--- config.mk ---
export PLATFORM = sky130hd
export DESIGN_NAME = disp_irq_status
export DESIGN_NICKNAME = d
export VERILOG_FILES = /design/src/rtl/disp_irq_pkg.sv /design/src/rtl/disp_status_array.sv /design/src/rtl/disp_bias_counter.sv /design/src/rtl/disp_lastframe_track.sv /design/src/rtl/disp_reg_port.sv /design/src/rtl/disp_irq_status.sv
export SDC_FILE = /design/constraint.sdc
export NUM_CORES = 1
export LEC_CHECK = 0
export BUFFER_PORTS_ARGS = -buffer_cell sky130_fd_sc_hd__buf_2
export CELL_PAD_IN_SITES_DETAIL_PLACEMENT = 0
export CELL_PAD_IN_SITES_GLOBAL_PLACEMENT = 1
export CORE_UTILIZATION = 43
export DETAILED_ROUTE_END_ITERATION = 12
export PLACE_DENSITY_LB_ADDON = 0.1
export SLEW_MARGIN = 20
export SYNTH_ARGS = -nofsm -noshare
export SYNTH_HDL_FRONTEND = slang
export SYNTH_SLANG_ARGS = --single-unit
--- constraint.sdc ---
create_clock -name clk -period 6.48 [get_ports clk]
set_input_delay 0.648 -clock clk [delete_from_list [all_inputs] [get_ports clk]]
set_output_delay 0.648 -clock clk [all_outputs]
set_load 0.02 [all_outputs]
--- src/rtl/disp_irq_pkg.sv ---
package disp_irq_pkg;
  localparam int N_EV = 9;

  localparam int EV_IN_OVR    = 0;
  localparam int EV_IN_UDR    = 1;
  localparam int EV_OUT_UDR   = 2;
  localparam int EV_BUS_ERR   = 3;
  localparam int EV_FRM_START = 4;
  localparam int EV_FRM_END   = 5;
  localparam int EV_LAST_DONE = 6;
  localparam int EV_BRANCH    = 7;
  localparam int EV_BIAS      = 8;

  localparam logic ADDR_STATUS = 1'b0;
  localparam logic ADDR_MASK   = 1'b1;

  typedef logic [N_EV-1:0] ev_vec_t;
endpackage

--- src/rtl/disp_status_array.sv ---
module disp_status_array
  import disp_irq_pkg::*;
(
  input  logic    clk,
  input  logic    rst,
  input  ev_vec_t set_i,
  input  ev_vec_t clr_i,
  output ev_vec_t status_o
);
  ev_vec_t st_q;

  // one sticky cell per event; a set beats a clear in the same cycle
  for (genvar i = 0; i < N_EV; i++) begin : g_cell
    always_ff @(posedge clk) begin
      if (rst) st_q[i] <= 1'b0;
      else     st_q[i] <= set_i[i] | (st_q[i] & ~clr_i[i]);
    end
  end

  assign status_o = st_q;
endmodule

--- src/rtl/disp_bias_counter.sv ---
module disp_bias_counter #(
  parameter int CNT_W = 8
) (
  input  logic             clk,
  input  logic             rst,
  input  logic             toggle_i,
  input  logic [CNT_W-1:0] limit_i,
  output logic             hit_o
);
  localparam int CW1 = CNT_W + 1;

  logic [CNT_W-1:0] cnt_q;
  logic [CW1-1:0]   cnt_inc;
  logic             active;
  logic             reach;

  assign active  = (limit_i != '0);
  assign cnt_inc = {1'b0, cnt_q} + CW1'(1);
  // >= keeps a lowered limit from letting the count run past it
  assign reach   = (cnt_inc >= {1'b0, limit_i});
  assign hit_o   = toggle_i & active & reach;

  always_ff @(posedge clk) begin
    if (rst) begin
      cnt_q <= '0;
    end else if (!active) begin
      cnt_q <= '0;
    end else if (toggle_i) begin
      if (reach) cnt_q <= '0;
      else       cnt_q <= cnt_inc[CNT_W-1:0];
    end
  end
endmodule

--- src/rtl/disp_lastframe_track.sv ---
module disp_lastframe_track (
  input  logic clk,
  input  logic rst,
  input  logic enable_i,
  input  logic frame_end_i,
  output logic hit_o
);
  logic en_q;
  logic armed_q;

  assign hit_o = armed_q & frame_end_i & ~enable_i;

  always_ff @(posedge clk) begin
    if (rst) begin
      en_q    <= 1'b0;
      armed_q <= 1'b0;
    end else begin
      en_q <= enable_i;
      if (enable_i)             armed_q <= 1'b0;
      else if (en_q)            armed_q <= 1'b1;
      else if (hit_o)           armed_q <= 1'b0;
    end
  end
endmodule

--- src/rtl/disp_reg_port.sv ---
module disp_reg_port
  import disp_irq_pkg::*;
(
  input  logic    clk,
  input  logic    rst,
  input  logic    wr_i,
  input  logic    addr_i,
  input  ev_vec_t wdata_i,
  input  ev_vec_t status_i,
  output ev_vec_t mask_o,
  output ev_vec_t clr_o,
  output ev_vec_t rdata_o
);
  ev_vec_t mask_q;
  ev_vec_t rdata_q;

  assign clr_o = (wr_i && addr_i == ADDR_STATUS) ? wdata_i : '0;

  always_ff @(posedge clk) begin
    if (rst) begin
      mask_q  <= '1;
      rdata_q <= '0;
    end else begin
      if (wr_i && addr_i == ADDR_MASK) mask_q <= wdata_i;
      rdata_q <= (addr_i == ADDR_MASK) ? mask_q : status_i;
    end
  end

  assign mask_o  = mask_q;
  assign rdata_o = rdata_q;
endmodule

--- src/rtl/disp_irq_status.sv ---
module disp_irq_status
  import disp_irq_pkg::*;
#(
  parameter int CNT_W = 8
) (
  input  logic             clk,
  input  logic             rst,
  input  logic             ev_in_ovr,
  input  logic             ev_in_udr,
  input  logic             ev_out_udr,
  input  logic             ev_bus_err,
  input  logic             ev_frame_start,
  input  logic             ev_frame_end,
  input  logic             ev_branch,
  input  logic             bias_toggle,
  input  logic             ctrl_enable,
  input  logic [CNT_W-1:0] cfg_bias_limit,
  input  logic             reg_wr,
  input  logic             reg_addr,
  input  logic [N_EV-1:0]  reg_wdata,
  output logic [N_EV-1:0]  reg_rdata,
  output logic             irq
);
  ev_vec_t ev_vec;
  ev_vec_t status_q;
  ev_vec_t mask_q;
  ev_vec_t clr_v;
  logic    bias_hit;
  logic    last_hit;
  logic    irq_q;

  disp_bias_counter #(.CNT_W(CNT_W)) u_bias (
    .clk(clk), .rst(rst), .toggle_i(bias_toggle),
    .limit_i(cfg_bias_limit), .hit_o(bias_hit)
  );

  disp_lastframe_track u_last (
    .clk(clk), .rst(rst), .enable_i(ctrl_enable),
    .frame_end_i(ev_frame_end), .hit_o(last_hit)
  );

  always_comb begin
    ev_vec               = '0;
    ev_vec[EV_IN_OVR]    = ev_in_ovr;
    ev_vec[EV_IN_UDR]    = ev_in_udr;
    ev_vec[EV_OUT_UDR]   = ev_out_udr;
    ev_vec[EV_BUS_ERR]   = ev_bus_err;
    ev_vec[EV_FRM_START] = ev_frame_start;
    ev_vec[EV_FRM_END]   = ev_frame_end;
    ev_vec[EV_LAST_DONE] = last_hit;
    ev_vec[EV_BRANCH]    = ev_branch;
    ev_vec[EV_BIAS]      = bias_hit;
  end

  disp_reg_port u_regs (
    .clk(clk), .rst(rst), .wr_i(reg_wr), .addr_i(reg_addr),
    .wdata_i(reg_wdata), .status_i(status_q), .mask_o(mask_q),
    .clr_o(clr_v), .rdata_o(reg_rdata)
  );

  disp_status_array u_stat (
    .clk(clk), .rst(rst), .set_i(ev_vec), .clr_i(clr_v), .status_o(status_q)
  );

  always_ff @(posedge clk) begin
    if (rst) irq_q <= 1'b0;
    else     irq_q <= |(status_q & ~mask_q);
  end

  assign irq = irq_q;
endmodule

==> impl_metrics.tcl, run 1 <==
set metrics [dict create \
    status "finished clean" \
    synth-edff-count 0 \
    hp-start "u_stat.status_o[8]" \
    io_pins 40 \
    synthToLayoutAreaGrowth_pct 16.85 \
    initialDrtViolationCount 75 \
    antenna_found_initial 0 \
    dp_hpwl_um 2765 \
    root_buffer "clkbuf_8" \
    grt_pass1_vias 1348 \
    holdPathEnd "u_stat.status_o[8]" \
    routed_wl_um 3837 \
    synthArstFlopShare_pct 0 \
    drc 0 \
    vdd_drop_max_mv 0.1686 \
    layout.cells.non_filler 299 \
    worstSetupPathType "reg -> reg" \
    synth.area.top_cells "dfxtp_1 41%, ha_1 6.1%, mux2i_1 4.9%" \
    r2r-end "u_bias.cnt_q[0]" \
    hold_viol_final 0 \
    cts_tree "yes" \
    ys_warn_count 0 \
    drive_gt1_share_pct 20.48 \
    power-per-cell-area_mw_per_mm2 226.4 \
    crit_path_start_kind "flop" \
    rr_worst_depth 10 \
    dr.pass1.iters 4 \
    cp.required_ps 6700 \
    fp.coreArea_sq_mm 0.004058 \
    seq_area_frac_synth_pct 41.47 \
    fmax_mhz 362.4 \
    viasPerCell 5.161 \
    syn_area_sq_mm 0.001834 \
    rsz0062_at_grt "false" \
    tns_ps 0 \
    period_share_pct 42.58 \
    initial_core_util_pct 45.21 \
    ys_ff_latch 38 \
    ys_types 41 \
    postCtsSetupRepairBufs 0 \
    numPortBuffers 39 \
    period_needed_ps 2759 \
    cts.hold.buffers_added 0 \
    setup_viol 0 \
    yosysTopAreaCellShare_pct 41.47 \
    die_y_um 67.31 \
    critical_path_arrival_ps 2980 \
    overflow 0 \
    busiest_layer "met1" \
    die_w_um 67.31 \
    finalPower_mw 0.4853 \
    grtUsageMet2_pct 26.63 \
    grt_pass1_wl_um 6299 \
    grt_use_met3_pct 4.561 \
    min-delay-path-class "reg -> reg" \
    critPathCaptureType "flop" \
    crit_fanout 9 \
    hold_path_depth 2 \
    path_clk_slew_ps 70 \
    rows 23 \
    diodes 0 \
    maxCapViolCount 0 \
    syn_avg_cell_area_sq_um 8.693 \
    place_inst 291 \
    rrSetupSlack_ps 3720 \
    syn-num-nets 250 \
    worst_pin_slew_ps 742.0 \
    cts_sinks 38 \
    ctsHtreeMaxLevel 2 \
    met1_usage_pct 27.22 \
    slew_violations 0 \
    cts_max_path_buffers 2 \
    ys.flop_type "dfxtp_1" \
    fin_skew_ps 6.328 \
    clk_latency_ps 290 \
    synth_top_area_cell "dfxtp_1" \
    ant_nets 0 \
    design.die.area_sq_mm 0.004531 \
    syn-instance-count 211 \
    vias 1543 \
    final_nets 287 \
    gp_congestion 0.8432 \
    fillerInstances 380 \
    grt_usage_pct 19.16 \
    p_leak_nw 1.082 \
    grt_max_degree 32 \
    timing.rr.start "u_bias.cnt_q[2]" \
    maxSlewHeadroom_pct 50.43 \
    wl_per_cell_um 12.83 \
    ctsResizeCount 0 \
    cts_made_buffers 5 \
]
placed cells by master (no fill, tap or decap), drive strengths merged, types with 2 or more instances in the layout:
master / n
a21oi: 16
dfxtp: 38
a31oi: 2
or3: 3
xor2: 3
a221oi: 2
nor3: 2
a21o: 4
clkbuf: 7
o21ai: 2
nand2: 17
inv: 18
buf: 39
ha: 9
nor2: 23
xnor2: 3
mux2i: 9
and3: 12
nand2b: 8
nor4: 2
nor2b: 2
a211o: 10
nand3: 5
flip-flops by register name, indices dropped and copies added (netlist names):
| register | flops |
|---|---|
| u_regs.mask_o | 9 |
| u_stat.status_o | 9 |
| irq | 1 |
| u_regs.rdata_o | 9 |
| u_last.armed_q | 1 |
| u_last.en_q | 1 |
| u_bias.cnt_q | 8 |
routing by layer:
| layer | routed length [um] | vias up | share of wire (%) |
|---|---|---|---|
| li1 | - | 807 | - |
| met1 | 2086 | 699 | 54 |
| met2 | 1525 | 29 | 40 |
| met3 | 148 | 8 | 3.9 |
| met4 | 76 | 0 | 2.0 |
| met5 | 0 | - | 0 |
area by class of cell:
type | instances | area, sq um | area share, %
clock buffers | 7 | 86.33 | 4.028
well taps | 50 | 62.56 | 2.919
multi-input cells | 146 | 965.9 | 45.07
clock inverters | 1 | 5.005 | 0.2335
flip-flops and latches | 38 | 760.7 | 35.49
inverters | 18 | 67.56 | 3.152
repair buffers | 39 | 195.2 | 9.107
critical path, stage by stage, from the launching register on:
cell and delay [ps]:
dfxtp_1 440, and3_1 230, nand3_2 120, nor2_1 150, xor2_1 220, ha_1 290, and3_1 210, a221oi_2 250
o21ai_2 160, or4b_1 480, a21oi_1 130
worst max-delay path by stage:
stage	start	endpoint	slack [ps]	depth (start not counted)
CTS	u_bias.cnt_q[2]	u_bias.cnt_q[0]	3710	10
global route	u_bias.cnt_q[2]	u_bias.cnt_q[0]	3410	10
detailed placement	u_bias.cnt_q[2]	u_bias.cnt_q[0]	3730	10
finish	u_bias.cnt_q[2]	u_bias.cnt_q[0]	3720	10
global placement	u_bias.cnt_q[2]	u_bias.cnt_q[0]	3830	10
floorplan	u_bias.cnt_q[2]	u_bias.cnt_q[0]	3980	10
synthesized netlist by cell type, types with 2 or more instances:
library cell  count
dfxtp_1          38
nor2_1           23
inv_1            18
nand2_1          17
a21oi_1          15
and3_1           11
a211o_1          10
ha_1              9
mux2i_1           9
nand2b_1          8
clkbuf_1          6
a21o_1            4
nand3_1           4
or3_1             3
xnor2_1           3
xor2_1            3
a31oi_1           2
buf_2             2
nor2b_1           2
nor3_1            2
nor4_1            2
cells by family (layout without fill, tap and decap cells):
logic type                 after synthesis  count (layout)  share of synthesized area (%)
and+or+nand+nor                         80              80                          22.24
adders and majority gates                9               9                          6.139
xor gates and xnor gates                 6               6                          2.865
DFF                                     38              38                          41.47
buffers and inverters                   27              65                          5.866
muxes                                    9               9                          4.912
AOI/OAI and AO/OA                       42              42                          16.51
per-stage QoR:
step	util (%)	setup slack [ps]	hold WS [ps]	cell area, sq um
global placement	50.57	3830	467.9	2052
global route	52.82	3413	506.1	2143
finish	52.82	3721	477.5	2143
floorplan	-	3981	444.2	1834
CTS	52.82	3714	477.2	2143
detailed placement	50.57	3729	466.0	2052
where the power goes:
group,switching [mW],internal (mW)
combinational,0.0356,0.0272
sequential,0.00774,0.247
clock,0.0818,0.0858
Power figures use the tool's default switching activity.
==> run 2: changes to the inputs <==
ABC_AREA = 1   (was unset)
CORE_UTILIZATION = 38   (was 43)
clock period = 2.7 ns   (was 6.48 ns; I/O delays follow)
==> run 2 against run 1 <==
Total power rose by 130%. Sequential share of layout area down 0.41 points. Utilization down 4.7 points. Wire length up 1.6%. Sequential power grew 140%. Hold slack got worse by 320 ps. Final cell count rose by 14%. Critical endpoint is now u_stat.status_o[8]. Largest cell class unchanged.
==> impl_metrics.tcl, run 2 <==
set metrics [dict create \
    ys_types 27 \
    min-delay-path-class "in -> reg" \
    period_share_pct 78.49 \
    fin_skew_ps 6.733 \
    synth.area.top_cells "dfxtp_1 41%, inv_1 9.2%, nand2_1 9.2%" \
    crit_path_start_kind "flop" \
    syn-instance-count 249 \
    crit_top_cell "nand2_1" \
    p_int_mw 0.8470 \
    wl_per_cell_um 11.43 \
    synthToLayoutAreaGrowth_pct 17.49 \
    cp_num_buf_inv 2 \
    numPortBuffers 39 \
    overflow 0 \
    grt_max_degree 20 \
    postLayoutCoreUtil_pct 48.14 \
    crit_start "u_bias.cnt_q[0]" \
    ys_warn_count 0 \
    initial_core_util_pct 40.97 \
    synth_compound_area_share_pct 19.59 \
    dp_hpwl_um 2879 \
    root_buffer "clkbuf_8" \
    crit_chain "ha_1 -> nand3_2 -> xor2_1 -> inv_1 -> ha_1 -> nand2_1 -> inv_2 -> nand2_1 -> nand3_1 -> nand2_1 -> nand2_1 -> nand2_4 -> nand2_1 -> nand2_1 -> a21oi_1" \
    worst_pin_slew_ps 709.6 \
    vdd_drop_max_mv 0.3165 \
    drc 0 \
    design.die.area_sq_mm 0.005139 \
    fmax_mhz 471.9 \
    syn_avg_cell_area_sq_um 7.412 \
    cts_max_path_buffers 2 \
    initialDrtViolationCount 40 \
    rows 24 \
    seq_area_frac_synth_pct 41.22 \
    critical_path_arrival_ps 2280 \
    synth_top_family_by_area "simple AND/OR/NAND/NOR gates" \
    comb_power_share_pct 13.2 \
    viasPerCell 4.762 \
    syn-num-nets 288 \
    muxShareOfSynthArea_pct 0 \
    synth_xor_area_share_pct 1.424 \
    cts.hold.buffers_added 0 \
    antenna_found_initial 0 \
    hold_viol_final 0 \
    critPathCaptureType "flop" \
    diodes 0 \
    grt_usage_pct 16.29 \
    path_clk_slew_ps 70 \
    rrSetupSlack_ps 580 \
    routed_wl_um 3898 \
    period_needed_ps 2119 \
    max_stage_delay_ps 410 \
    postCtsSetupRepairBufs 0 \
    slew_violations 0 \
    die_w_um 71.69 \
    io_pins 40 \
    drive_gt1_share_pct 21.80 \
    synthArstFlopShare_pct 0 \
    ys.flop_type "dfxtp_1" \
    worst-path-stages 15 \
    fillerInstances 479 \
    syn_area_sq_mm 0.001846 \
    path_delay_family "simple AND/OR/NAND/NOR gates" \
    p_seq_share_pct 53.5 \
    crit_path_top_delay_cell "dfxtp_1" \
    worstSetupPathType "reg -> reg" \
    ys_ff_latch 38 \
    rr_worst_depth 15 \
    cts_tree "yes" \
    synthAdderAreaFrac_pct 6.102 \
    synth_common_cells "45 x inv_1, 45 x nand2_1, 38 x dfxtp_1, 28 x a21oi_1, 12 x nand3_1" \
    maxCapViolCount 0 \
    grt_pass1_wl_um 6568 \
    die_y_um 71.69 \
    cp-endpoint "u_stat.status_o[8]" \
    cts_made_buffers 5 \
    status "finished clean" \
    timing.rr.start "u_bias.cnt_q[0]" \
    yosysTopAreaCellShare_pct 41.22 \
    grt_pass1_vias 1405 \
    synthSimpleGateAreaFrac_pct 20.00 \
    fp.coreArea_sq_mm 0.004504 \
    power-per-cell-area_mw_per_mm2 523.3 \
    switchingPower_mw 0.2876 \
    synth-edff-count 0 \
    setup_viol 0 \
    ctsHtreeMaxLevel 2 \
    r2r-end "u_stat.status_o[8]" \
    ant_nets 0 \
    cp.required_ps 2860 \
    final_nets 329 \
    gp_congestion 0.7580 \
    vias 1624 \
    p_clk_share_pct 33.3 \
    dr.pass1.iters 4 \
    synth_top_area_cell "dfxtp_1" \
    cts_sinks 38 \
    crit_fanout 9 \
    rsz0062_at_grt "false" \
    ctsResizeCount 0 \
    maxSlewHeadroom_pct 52.38 \
    p_leak_nw 1.140 \
    clk_latency_ps 280 \
    switching_share_pct 25.35 \
    mostFrequentLayoutCells "45 x inv_1, 45 x nand2_1, 39 x buf_2" \
    tns_ps 0 \
]
## run 2: area by class of cell
cell class                 count  area (sq um)  share of cell area (%)
multi-input combinational    154         869.6                   40.10
sequential                    38         760.7                   35.08
timing repair buffer          39         195.2                   9.002
inverter                      52         195.2                   9.002
clock buffer                   6         82.58                   3.808
tap                           52         65.06                   3.001
## run 2: cell families (layout without fill, tap and decap cells)
logic type	after synthesis	count (layout)
xor gates and xnor gates	3	3
and+or+nand+nor	80	80
buffers and inverters	57	97
AOI/OAI and AO/OA	62	62
DFF	38	38
adders and majority gates	9	9
## run 2: power groups by stage
stage	combinational (mW)	sequential [mW]	clock, mW
finish	0.150	0.607	0.378
CTS	0.151	0.608	0.386
detailed placement	0.150	0.620	0
global route	0.170	0.611	0.406
floorplan	0.0816	0.634	0
global placement	0.150	0.620	0
## run 2: how the worst min path moves through the flow
stage | slack (ps) | cells after the start | endpoint | start
2_1_floorplan | 340 | 1 | u_stat.status_o[3] | rst
3_3_place_gp | 450 | 2 | u_last.armed_q | ctrl_enable
3_5_place_dp | 450 | 2 | u_last.armed_q | ctrl_enable
4_1_cts | 150 | 2 | u_last.armed_q | ctrl_enable
5_1_grt | 160 | 2 | u_last.armed_q | ctrl_enable
6_report | 160 | 2 | u_last.armed_q | ctrl_enable
## run 2: stage by stage
step           instances  power (mW)  hold slack [ps]  setup slack [ps]  cell area [sq um]
4_1_cts              341       1.144            154.4             573.7               2168
3_5_place_dp         335      0.7703            453.9             589.7               2086
2_1_floorplan        249      0.7152            339.1             763.4               1846
5_1_grt              341       1.187            156.5             333.7               2168
6_report             341       1.135            157.4             580.7               2168
3_3_place_gp         335      0.7704            452.9             625.2               2086
## run 2: routing by layer
metal,share of wire (%),GRT usage [%],vias to the layer above
met1,56,24.69,703
li1,-,-,884
met2,41,23.48,35
met3,3.2,3.376,2
met5,0,0,-
met4,0.44,3.922,0
